<file path="config.mk">
export PLATFORM = sky130hd
export DESIGN_NAME = dual_ptr_bank
export DESIGN_NICKNAME = d
export VERILOG_FILES = /design/src/rtl/dptr_pkg.sv /design/src/rtl/dptr_decode.sv /design/src/rtl/dptr_bank.sv /design/src/rtl/dptr_select.sv /design/src/rtl/dual_ptr_bank.sv
export SDC_FILE = /design/constraint.sdc
export NUM_CORES = 1
export LEC_CHECK = 0
export BUFFER_PORTS_ARGS = -buffer_cell sky130_fd_sc_hd__clkbuf_2
export CAP_MARGIN = 15
export CORE_ASPECT_RATIO = 2
export CORE_UTILIZATION = 30
export DETAILED_ROUTE_END_ITERATION = 7
export PLACE_DENSITY = 0.6
export SYNTH_ARGS = -nofsm -noshare
export SYNTH_HDL_FRONTEND = slang
export SYNTH_SLANG_ARGS = --single-unit
</file>
<file path="constraint.sdc">
create_clock -name clk -period 5.1 [get_ports clk]
set_input_delay 0.255 -clock clk [delete_from_list [all_inputs] [get_ports clk]]
set_output_delay 0.255 -clock clk [all_outputs]
set_load 0.02 [all_outputs]
</file>
<file path="src/rtl/dptr_pkg.sv">
package dptr_pkg;
  localparam int unsigned DEF_PTR_W  = 16;
  localparam int unsigned DEF_BYTE_W = 8;
  localparam int unsigned DEF_ADDR_W = 8;
  localparam logic [7:0]  DEF_BASE   = 8'h82;

  // Next pointer value for an increment, wrapped to w bits (w <= 32).
  function automatic logic [31:0] step_ptr(input logic [31:0] cur, input int unsigned w);
    logic [32:0] mask;
    logic [32:0] sum;
    mask = (33'h1 << w) - 33'h1;
    sum  = {1'b0, cur} + 33'h1;
    return 32'(sum & mask);
  endfunction
endpackage

</file>
<file path="src/rtl/dptr_decode.sv">
module dptr_decode #(
  parameter int unsigned ADDR_W = 8,
  parameter int unsigned NLANE  = 4,
  parameter logic [7:0]  BASE   = 8'h82,
  localparam int unsigned IDX_W = (NLANE > 1) ? $clog2(NLANE) : 1
) (
  input  logic [ADDR_W-1:0] addr,
  input  logic              wr,
  input  logic              inc,
  output logic [NLANE-1:0]  lane_wr,
  output logic              sel_wr,
  output logic              sel_tgl,
  output logic              ptr_hit,
  output logic              sel_hit,
  output logic [IDX_W-1:0]  rd_idx
);
  localparam logic [ADDR_W-1:0] SEL_ADDR = ADDR_W'(BASE) + ADDR_W'(NLANE);

  logic [NLANE-1:0] lane_hit;

  genvar g;
  generate
    for (g = 0; g < NLANE; g++) begin : g_lane
      assign lane_hit[g] = (addr == ADDR_W'(BASE) + ADDR_W'(g));
      assign lane_wr[g]  = lane_hit[g] & wr;
    end
  endgenerate

  assign sel_hit = (addr == SEL_ADDR);
  assign ptr_hit = |lane_hit;
  assign sel_tgl = sel_hit & inc;
  assign sel_wr  = sel_hit & wr & ~inc;

  always_comb begin
    rd_idx = '0;
    for (int i = 0; i < NLANE; i++)
      if (lane_hit[i]) rd_idx = IDX_W'(i);
  end

  always_comb begin
    a_lane_onehot_r10: assert ($onehot0({lane_hit, sel_hit}));
  end
endmodule

</file>
<file path="src/rtl/dptr_bank.sv">
module dptr_bank #(
  parameter int unsigned PTR_W  = 16,
  parameter int unsigned BYTE_W = 8,
  localparam int unsigned NB    = PTR_W / BYTE_W
) (
  input  logic              clk,
  input  logic              rst_n,
  input  logic [NB-1:0]     lane_wr,
  input  logic [BYTE_W-1:0] wdata,
  input  logic              cmd_ld,
  input  logic              cmd_inc,
  input  logic [PTR_W-1:0]  ld_val,
  output logic [PTR_W-1:0]  val
);
  logic [31:0]      stepped;
  logic [PTR_W-1:0] nxt;
  logic             cmd_any;
  logic             byte_blocked;

  assign cmd_any      = cmd_ld | cmd_inc;
  assign byte_blocked = cmd_any & (|lane_wr);

  always_comb begin
    stepped = dptr_pkg::step_ptr(32'(val), PTR_W);
    nxt     = val;
    if (cmd_ld)       nxt = ld_val;
    else if (cmd_inc) nxt = stepped[PTR_W-1:0];
    else begin
      for (int l = 0; l < NB; l++)
        if (lane_wr[l]) nxt[l*BYTE_W +: BYTE_W] = wdata;
    end
  end

  always_ff @(posedge clk or negedge rst_n) begin
    if (!rst_n) val <= '0;
    else        val <= nxt;
  end

  p_ld_wins_r9: assert property (@(posedge clk) disable iff (!rst_n)
    cmd_ld |=> val == $past(ld_val));
  p_inc_wrap_r8: assert property (@(posedge clk) disable iff (!rst_n)
    (cmd_inc && !cmd_ld) |=> val == PTR_W'($past(val) + 1'b1));
  p_cmd_over_byte_r9: assert property (@(posedge clk) disable iff (!rst_n)
    (byte_blocked && !cmd_ld) |=> val == PTR_W'($past(val) + 1'b1));
  p_idle_hold_r7: assert property (@(posedge clk) disable iff (!rst_n)
    (!cmd_any && lane_wr == '0) |=> $stable(val));
endmodule

</file>
<file path="src/rtl/dptr_select.sv">
module dptr_select (
  input  logic clk,
  input  logic rst_n,
  input  logic sel_wr,
  input  logic sel_wbit,
  input  logic sel_tgl,
  output logic sel
);
  always_ff @(posedge clk or negedge rst_n) begin
    if (!rst_n)       sel <= 1'b0;
    else if (sel_tgl) sel <= ~sel;
    else if (sel_wr)  sel <= sel_wbit;
  end

  p_toggle_r5: assert property (@(posedge clk) disable iff (!rst_n)
    sel_tgl |=> sel != $past(sel));
  p_sel_hold_r4: assert property (@(posedge clk) disable iff (!rst_n)
    (!sel_tgl && !sel_wr) |=> $stable(sel));
endmodule

</file>
<file path="src/rtl/dual_ptr_bank.sv">
module dual_ptr_bank #(
  parameter int unsigned PTR_W  = dptr_pkg::DEF_PTR_W,
  parameter int unsigned BYTE_W = dptr_pkg::DEF_BYTE_W,
  parameter int unsigned ADDR_W = dptr_pkg::DEF_ADDR_W,
  parameter logic [7:0]  BASE   = dptr_pkg::DEF_BASE
) (
  input  logic              clk,
  input  logic              rst_n,
  input  logic [ADDR_W-1:0] sfr_addr,
  input  logic              sfr_wr,
  input  logic [BYTE_W-1:0] sfr_wdata,
  input  logic              sfr_inc,
  output logic [BYTE_W-1:0] sfr_rdata,
  output logic              sfr_hit,
  input  logic              ptr_ld,
  input  logic [PTR_W-1:0]  ptr_ld_val,
  input  logic              ptr_inc,
  output logic [PTR_W-1:0]  mem_addr,
  output logic              sel_out
);
  localparam int unsigned NB    = PTR_W / BYTE_W;
  localparam int unsigned NBANK = 2;
  localparam int unsigned NLANE = NB * NBANK;
  localparam int unsigned IDX_W = (NLANE > 1) ? $clog2(NLANE) : 1;

  logic [NLANE-1:0]       lane_wr;
  logic                   sel_wr, sel_tgl, ptr_hit, sel_hit;
  logic [IDX_W-1:0]       rd_idx;
  logic                   sel;
  logic [NBANK*PTR_W-1:0] ptr_flat;
  logic [NBANK-1:0]       bank_active;

  dptr_decode #(.ADDR_W(ADDR_W), .NLANE(NLANE), .BASE(BASE)) u_dec (
    .addr(sfr_addr), .wr(sfr_wr), .inc(sfr_inc),
    .lane_wr(lane_wr), .sel_wr(sel_wr), .sel_tgl(sel_tgl),
    .ptr_hit(ptr_hit), .sel_hit(sel_hit), .rd_idx(rd_idx)
  );

  dptr_select u_sel (
    .clk(clk), .rst_n(rst_n), .sel_wr(sel_wr), .sel_wbit(sfr_wdata[0]),
    .sel_tgl(sel_tgl), .sel(sel)
  );

  genvar b;
  generate
    for (b = 0; b < NBANK; b++) begin : g_bank
      assign bank_active[b] = (sel == 1'(b));
      dptr_bank #(.PTR_W(PTR_W), .BYTE_W(BYTE_W)) u_bank (
        .clk(clk), .rst_n(rst_n),
        .lane_wr(lane_wr[b*NB +: NB]), .wdata(sfr_wdata),
        .cmd_ld(ptr_ld & bank_active[b]), .cmd_inc(ptr_inc & bank_active[b]),
        .ld_val(ptr_ld_val), .val(ptr_flat[b*PTR_W +: PTR_W])
      );
    end
  endgenerate

  always_comb begin
    if (sel_hit)      sfr_rdata = BYTE_W'(sel);
    else if (ptr_hit) sfr_rdata = ptr_flat[rd_idx*BYTE_W +: BYTE_W];
    else              sfr_rdata = '0;
  end

  assign sfr_hit  = sel_hit | ptr_hit;
  assign mem_addr = ptr_flat[sel*PTR_W +: PTR_W];
  assign sel_out  = sel;

  p_unmapped_zero_r10: assert property (@(posedge clk) disable iff (!rst_n)
    !sfr_hit |-> sfr_rdata == '0);
  p_one_bank_cmd_r7: assert property (@(posedge clk) disable iff (!rst_n)
    $onehot(bank_active));
  p_sel_read_r4: assert property (@(posedge clk) disable iff (!rst_n)
    sel_hit |-> sfr_rdata[BYTE_W-1:1] == '0);
endmodule

</file>
==> flow_results.org, run 1 <==
** STA
- Slew of the pin with the lowest slew margin :: 1.04 ns
- Number of pins with negative max-slew slack in the final report :: 0
- Worst max-slew margin expressed relative to the limit :: a little under a third
- Setup repair after global routing missed its margin :: false
- Setup total negative slack on the finished layout was measured at 0 ns.
- Based on the critical path, the design can be clocked at up to 391 MHz.
- Final worst slack :: 2.54 ns
- Across all hold checks on the routed design, the worst slack comes to a little over 0.1 ns.
- The worst path needs 2.56 ns of the cycle, external delays included.
- The final hold violation count came to 0.
- Number of endpoints failing setup at the final stage :: 0
- Clock skew :: 0.00857 ns
- The final critical path takes up 50.2% of the cycle.

** Setup path
- Data arrives at the worst endpoint at 2.72 ns.
- STA classifies the critical path endpoint as a register.
- Counting stages on the worst path, the most repeated cell is nand2_1.
- CP Buf/Inv Count :: 1
- Classification of the worst setup path :: reg -> reg
- Largest fanout of any net on the critical path :: 28
- On the worst path, the slowest cell contributes a delay of 0.61 ns.
- Cells along the critical path :: buf_4 -> nand2_1 -> nand2_1 -> a41oi_2 -> a2111oi_2 -> a221o_1
- Cell type group with the largest total delay on the critical path :: compound AO/OA/AOI/OAI gates
- CP Data Required Time :: 5.26 ns
- Slowest-stage cell, CP :: a41oi_2
- Element type at the critical path start :: register

** Clock network
- CTS saw 33 sinks.
- Total clock buffers created by CTS :: 5
- Clock tree synthesis selected as its root buffer the cell clkbuf_16.
- TritonCTS clock tree :: yes
- Cts-stage hold buffer count :: 0
- Number of gates resized after CTS :: 0
- Htree depth :: 2
- The longest clock path from root to sink contains 2 buffers.
- Number of setup buffers added after CTS :: 0
- The clock reaches the later pin of the worst-skew pair after 0.29 ns.
- Clock-pin slew of the registers on the worst-case setup and hold paths :: 0.06 ns

** Floorplanning
- Die Wd :: between 70 and 80 um
- The die covers 0.0106 mm^2.
- The floorplan has 51 rows.
- Top-level I/O count :: 64
- Initial cell density of the core :: a little under a third
- The die is 145 um tall.
- Core area :: 0.00983 mm^2

** Route
- Detailed-router iteration count before antenna repair :: 5
- The detailed router finished its first iteration with 298 violations.
- Vias after detailed routing :: 3,511
- Total length of routed wires :: 13.2 mm
- In the routed layout, each cell is associated on average with a via count of between 6 and 7.
- After detailed routing, the number of remaining DRC violations is 0.
- After detailed routing, the average wire length per cell comes to between 20 and 25 um.
- Number of nets with antenna violations after routing :: 0

** Global routing
- The total overflow left after global routing is 0.
- GRT Total Usage :: 26.0%
- Largest net degree at the start of global routing :: 34
- Via count of the first global-routing pass :: ~3,400
- The first global-routing pass estimated 19.7 mm of wire.
- Antenna violations before repair :: 0

** Power and ir drop
- Maximum ir drop on the vdd rail :: 0.000167 V
- The analysis attributes to cell leakage a power of about 1.5 nW.
- Share of total power in sequential cells :: 39.7%
- Design internal power :: 0.777 mW
- Sw Pwr :: 0.615 mW
- Fraction of power spent switching nets :: about 44%
- Pwr Density :: about 390 mW/mm^2
- Logic gate share of total power :: 33.9%
- Of the total power, the clock network draws a little over a quarter.

** Yosys
- Flip-flop cell with the highest count after synthesis :: dfrtp_1
- Async set-or-reset flop fraction in the synthesized netlist :: 100%
- Avg Inst Size Synth :: 7.79 um^2
- Library cell occupying the most area in the post-synthesis netlist :: dfrtp_1
- Among all cell types in the netlist, the one instantiated most often is nor2_1.
- Ranked by instance count, the synthesized netlist is headed by 50 x nor2_1, 37 x a21oi_1, 37 x nand2_1, 37 x o21ai_0, 33 x dfrtp_1.
- Mapped Nets :: 432
- In this run the cell area of the synthesized design comes to a little over 0.003 mm^2.
- Synthesized instance count :: 392
- After synthesis, the largest area contributor takes up a little over a quarter of total cell area.
- Synth area leaders :: dfrtp_1 27%, nor2_1 6.1%, a21oi_1 6.1%, o21ai_0 6.1%, mux2_2 5.9%
- In this run, synthesis inferred 0 flip-flops with an integrated enable.
- The synthesized netlist contains 65 unique library cells.
- Part of the Yosys area used for sequential elements :: 27.0%
- Synthesized flop and latch total :: 33
- During synthesis, Yosys emitted a total of 0 warnings.

** Hold path
- In this run the worst hold path is classified as in -> async.

** Cells and area
- From synthesis to final layout, the design area changed by 18.1%.
- In the final layout, the share of cells above drive strength 1 is 24.9%.
- Cell area after layout :: approximately 0.0036 mm^2
- Fill cells in the final layout number ~1,100.
- Number of nets in the final layout :: 481
- Measured on the finished design, the core utilization comes to roughly 37%.
- Diode insertion count for antenna repair :: 0

** Flow run
- Max-cap violations in this run came to 0.

** Placed design
- Detailed placement ended at an HPWL of around 10 mm.
- # port buffers :: 63
- Routability-driven placement finished with a final weighted congestion of 0.982.
- Total cell area at the placement stage :: 0.00343 mm^2
- Before CTS, the worst setup slack after placement is 2.62 ns.

** Run status
- The run finished with clean final reports.
## cell usage in the layout (no fill, tap or decap), drive strengths merged, types with 3 or more instances in the layout
cell,netlist,layout
o21ai,41,41
o211ai,4,4
and3,4,4
a221oi,8,8
nand2,37,37
o31ai,7,7
mux2i,8,8
o31a,3,3
o22a,5,5
dfrtp,33,33
nand2b,7,7
a22oi,4,4
nor4,3,3
mux2,16,16
nand4,4,4
o22ai,8,8
and2,3,3
nor3,10,10
nand3,16,16
a21oi,38,38
nor2,51,51
a221o,3,3
a31oi,8,8
inv,9,9
clkbuf,10,70
xor2,7,7
nor2b,4,4
## worst register-to-register path, cell delays in order, from the launching register on
cell       delay (ns)
dfrtp_1          0.35
buf_4            0.23
nand2_1          0.56
nand2_1          0.29
a41oi_2          0.61
a2111oi_2        0.11
a221o_1          0.29
## kinds of logic after synthesis
family / share of synthesized area (%)
buffers and inverters: 4.92
xor gates and xnor gates: 2.58
adders and majority gates: 0.819
DFF: 27.0
AOI/OAI and AO/OA: 31.3
muxes: 8.52
and+or+nand+nor: 24.8
## sequential cells by signal (all words and copies together), names as in the netlist
| register | count |
|---|---|
| g_bank.u_bank.val | 32 |
| u_sel.sel | 1 |
## power groups by stage
stage               Sequential, mW  Clock (mW)  Combinational (mW)
finish                       0.552       0.368               0.471
global route                 0.560       0.377               0.512
CTS                          0.544       0.368               0.467
detailed placement           0.548           0               0.463
global placement             0.548           0               0.458
floorplan                    0.445           0               0.352
## path summary, 6_finish.rpt
kind	slack (ns)	startpoint	cells past startpoint	end
min	0.10	rst_n	1	g_bank[1].u_bank.val[3]
min reg2reg	0.54	g_bank[0].u_bank.val[15]	1	g_bank[0].u_bank.val[15]
max	2.54	u_sel.sel	6	g_bank[1].u_bank.val[10]
max reg2reg	2.54	u_sel.sel	6	g_bank[1].u_bank.val[10]
max in group asynchronous	4.40	rst_n	1	g_bank[1].u_bank.val[12]
min in group clk	0.27	ptr_ld_val[0]	3	g_bank[1].u_bank.val[0]
## cell type report
class / instances / area (um^2) / area share, %
Multi-Input combinational cell: 327 / 2080 / 57.6
Sequential cell: 33 / 826 / 22.9
Timing Repair Buffer: 65 / 330 / 9.16
Tap cell: 132 / 165 / 4.58
Clock buffer: 7 / 143 / 3.96
Inverter: 9 / 33.8 / 0.937
Clock inverter: 1 / 30.0 / 0.833
## per-layer routing
layer / GRT usage, % / wire [um] / vias up
met4: 21.2 / 1230 / 0
met3: 2.56 / 741 / 70
met2: 45.9 / 6860 / 201
li1: - / - / 1572
met1: 27.3 / 4360 / 1668
met5: 0 / 0 / -
## per-stage QoR
| step | total power, mW | instances |
|---|---|---|
| after detailed placement | 1.01 | 566 |
| after global placement | 1.01 | 566 |
| final | 1.39 | 574 |
| after global routing | 1.45 | 574 |
| after floorplan | 0.796 | 392 |
| after CTS | 1.38 | 574 |
No activity file was read; power rests on OpenSTA's default activity.
==> run 2, diff against run 1 <==
--- a/config.mk
+++ b/config.mk
@@ -10,7 +10,7 @@
 export CORE_ASPECT_RATIO = 2
 export CORE_UTILIZATION = 30
 export DETAILED_ROUTE_END_ITERATION = 7
-export PLACE_DENSITY = 0.6
+export PLACE_DENSITY = 0.62
 export SYNTH_ARGS = -nofsm -noshare
 export SYNTH_HDL_FRONTEND = slang
 export SYNTH_SLANG_ARGS = --single-unit
==> constraint.sdc (replaced) <==
create_clock -name clk -period 2.1 [get_ports clk]
set_input_delay 0.105 -clock clk [delete_from_list [all_inputs] [get_ports clk]]
set_output_delay 0.105 -clock clk [all_outputs]
set_load 0.02 [all_outputs]
==> run 2 against run 1 <==
Fmax up 32%. Clock power up 110%. Routed wire length grew 6.1%. Worst hold slack better by 0.0030 ns. Flip-flop and latch count did not move. Critical path depth did not move. Cell area increased by 6.7%. Die area unchanged. Power rose by 150%. Global-route usage up 2.1 points. Combinational power grew to 3.1 times the previous value. Critical path type unchanged.
==> flow_results.org, run 2 (synthesized netlist as in run 1, its figures left out) <==
** STA
- Clock skew :: 0.0107 ns (was 0.00857 ns)
- Number of pins with negative max-slew slack in the final report :: 0 (unchanged)
- Final worst path period share :: 92.6% (was 50.2%)
- Slew of the pin with the lowest slew margin :: 0.944 ns (was 1.04 ns)
- The timing-limited maximum frequency is 514 MHz (was 391 MHz).
- The final hold violation count is 0 (unchanged).
- Setup repair after global routing missed its margin :: false (unchanged)
- The relative max-transition margin was 37.0% (was 30.2%).
- The count of endpoints failing setup in the final report is 0 (unchanged).
- The setup TNS came to 0 ns (unchanged).
- The final critical path time including I/O delays and setup is 1.94 ns (was 2.56 ns).

** Floorplanning
- The core footprint was 0.00983 mm^2 (unchanged).
- Height of the die :: 145 um (unchanged)
- Top-level I/O count :: 64 (unchanged)
- The die footprint came to 0.0106 mm^2 (unchanged).
- The row count was 51 (unchanged).
- Initial cell density of the core :: 31.1% (unchanged)
- The horizontal extent of the die is 73.3 um (unchanged).

** Route
- Via-to-Cell Ratio :: 5.90 (was 6.12)
- Number of nets with antenna violations after routing :: 0 (unchanged)
- The via count came to 3,586 (was 3,511).
- The count of TritonRoute iterations in the first routing pass is 6 (was 5).
- DRC violation count after routing :: 0 (unchanged)
- Average wire per standard cell :: 23.0 um (about the same)
- The total detailed-routing wirelength came to 14.0 mm (was 13.2 mm).
- The initial detailed-routing violation count was 428 (was 298).

** Hold path
- Type of the tightest min-delay check :: in -> reg (was in -> async)
- Startpoint of the tightest hold check path :: ptr_ld_val[0]

** Placed design
- DPL Wire Length :: 11.3 mm (was 10.3 mm)
- The quantity of I/O buffers inserted on ports was 63 (unchanged).
- The number of placed cells counting well taps is 599 (was 566).
- The final estimated routing congestion in global placement came to 0.990 (was 0.982).

** Setup path
- The startpoint of the worst-slack reg-to-reg timing path is g_bank[0].u_bank.val[1] (was u_sel.sel).
- Start point of the critical path :: g_bank[0].u_bank.val[1] (was u_sel.sel)
- The type of the worst setup path was reg -> reg (unchanged).
- Delay of the slowest cell on the worst path :: 0.45 ns (was 0.61 ns)
- Arrival @ worst endpoint :: 2.15 ns (was 2.72 ns)
- CP Data Required Time :: 2.30 ns (was 5.26 ns)
- Cells along the critical path: ha_1 -> nand2_1 -> nor4_2 -> nand3_1 -> o31a_1 -> o22ai_1 (was buf_4 -> nand2_1 -> nand2_1 -> a41oi_2 -> a2111oi_2 -> a221o_1).
- Largest fanout of any net on the critical path :: 5 (was 28)
- R2R Setup Slk :: 0.16 ns (was 2.54 ns)
- The cell with the biggest individual delay on the critical path is dfrtp_1 (was a41oi_2).
- Element type at the critical path start :: register (unchanged)
- The type of element capturing the critical path is a register (unchanged).

** Global routing
- Overall overflow remaining after global route :: 0 (unchanged)
- The via count of the first global-routing pass is 3,753 (was 3,352).
- Antenna violations before repair :: 0 (unchanged)
- GRT Total Usage :: 28.1% (was 26.0%)
- Wire length of the first global-routing pass :: 21.3 mm (was 19.7 mm)
- Largest net degree at the start of global routing :: 34 (unchanged)
- Global-route track usage on met3 :: 3.39% (was 2.56%)
- The global-route layer with the greatest usage is met2 (unchanged).
- The met2 capacity usage during global routing is 49.5% (was 45.9%).
- The global routing met1 resource utilization was 27.0% (was 27.3%).

** Power and ir drop
- The static leakage power is 1.63 nW (was 1.47 nW).
- The overall power after layout was 3.43 mW (was 1.39 mW).
- The power density over the cells is 890 mW/mm^2 (was 386 mW/mm^2).
- The maximum VDD drop is 0.000395 V (was 0.000167 V).

** Cells and area
- The footprint of the flip-flops and latches is 826 um^2 (unchanged).
- Post-synthesis to final-layout area growth :: 26.0% (was 18.1%)
- Utilization after layout :: 39.2% (was 36.7%)
- The area of the multi-input gates came to 0.00208 mm^2 (about the same).
- Commonest non-fill, non-tap cells in the layout: 63 x clkbuf_2, 50 x nor2_1, 37 x o21ai_0, 37 x nand2_1, 37 x a21oi_1 (unchanged).
- Count of placed standard cells in the final layout, fillers left out :: 608 (was 574)
- The net count reported at finish is 515 (was 481).
- The antenna diode count is 0 (unchanged).
- The fraction of layout cells with a size suffix above 1 is 30.5% (was 24.9%).
- Most common cell after layout, fill and taps aside :: clkbuf_2 (unchanged)
- Largest register FFs :: 32 (unchanged)
- Register name with the most flops :: g_bank.u_bank.val (unchanged)
- # fillers :: 1,065 (was 1,075)
- Biggest regs :: g_bank.u_bank.val x32, u_sel.sel x1 (unchanged)

** Clock network
- The number of post-CTS setup repair buffers was 0 (unchanged).
- The clock edge transition at the registers on the reported setup and hold paths is 0.06 ns (about the same).
- Total clock buffers created by CTS :: 5 (unchanged)
- The clock root buffer master is clkbuf_16 (unchanged).
- Number of sinks on the clock net :: 33 (unchanged)
- The insertion delay to the later sink of the worst-skew pair came to 0.29 ns (about the same).
- Maximum count of clock buffers along a single path :: 2 (unchanged)
- The H-tree depth came to 2 (unchanged).
- The CTS tree was yes (unchanged).

** Flow run
- The count of max-cap constraint violations was 0 (unchanged).

** Run status
- Status :: complete, no violations (unchanged)
-- run 2: layer usage --
metal / wire, um / vias to the layer above
li1: - / 1626
met5: 0 / -
met2: 7410 / 180
met3: 764 / 70
met1: 4310 / 1710
met4: 1510 / 0
-- run 2: where the power goes --
group | switching (mW) | internal [mW]
Clock | 0.314 | 0.472
Combinational | 0.859 | 0.593
Sequential | 0.353 | 0.835
-- run 2: per-stage QoR --
stage          setup WS (ns)  hold WS (ns)  instance area, um^2
2_1_floorplan          0.235        -0.191                 3050
3_3_place_gp           0.184         0.291                 3680
3_5_place_dp           0.114         0.301                 3680
4_1_cts               0.0949        0.0995                 3840
5_1_grt              0.00487         0.111                 3850
6_report               0.155         0.106                 3850
-- run 2: final cells by class --
type,count,area share [%]
Clock buffer,6,3.61
Clock inverter,2,0.358
Inverter,9,0.878
Multi-Input combinational cell,327,54.1
Sequential cell,33,21.5
Tap cell,132,4.29
Timing Repair Buffer,99,15.3
-- run 2: critical path: cells and delay by family (launching register included) --
| family | cells | cell delay [ns] |
|---|---|---|
| DFF | 1 | 0.45 |
| and+or+nand+nor | 3 | 0.72 |
| adders and majority gates | 1 | 0.28 |
| AOI/OAI and AO/OA | 2 | 0.41 |
-- run 2: worst paths after layout --
check | endpoint | depth (start not counted)
max | g_bank[0].u_bank.val[14] | 6
min | g_bank[0].u_bank.val[0] | 3
max reg2reg | g_bank[0].u_bank.val[14] | 6
min reg2reg | g_bank[0].u_bank.val[15] | 1
max in group asynchronous | g_bank[1].u_bank.val[11] | 2
min in group asynchronous | g_bank[1].u_bank.val[2] | 2
-- run 2: timing repair --
item	CTS	global route
endpoints found under the setup margin	0	1
resized for setup	0	1
hold buffers	1	0
endpoints found under the hold margin	20	0
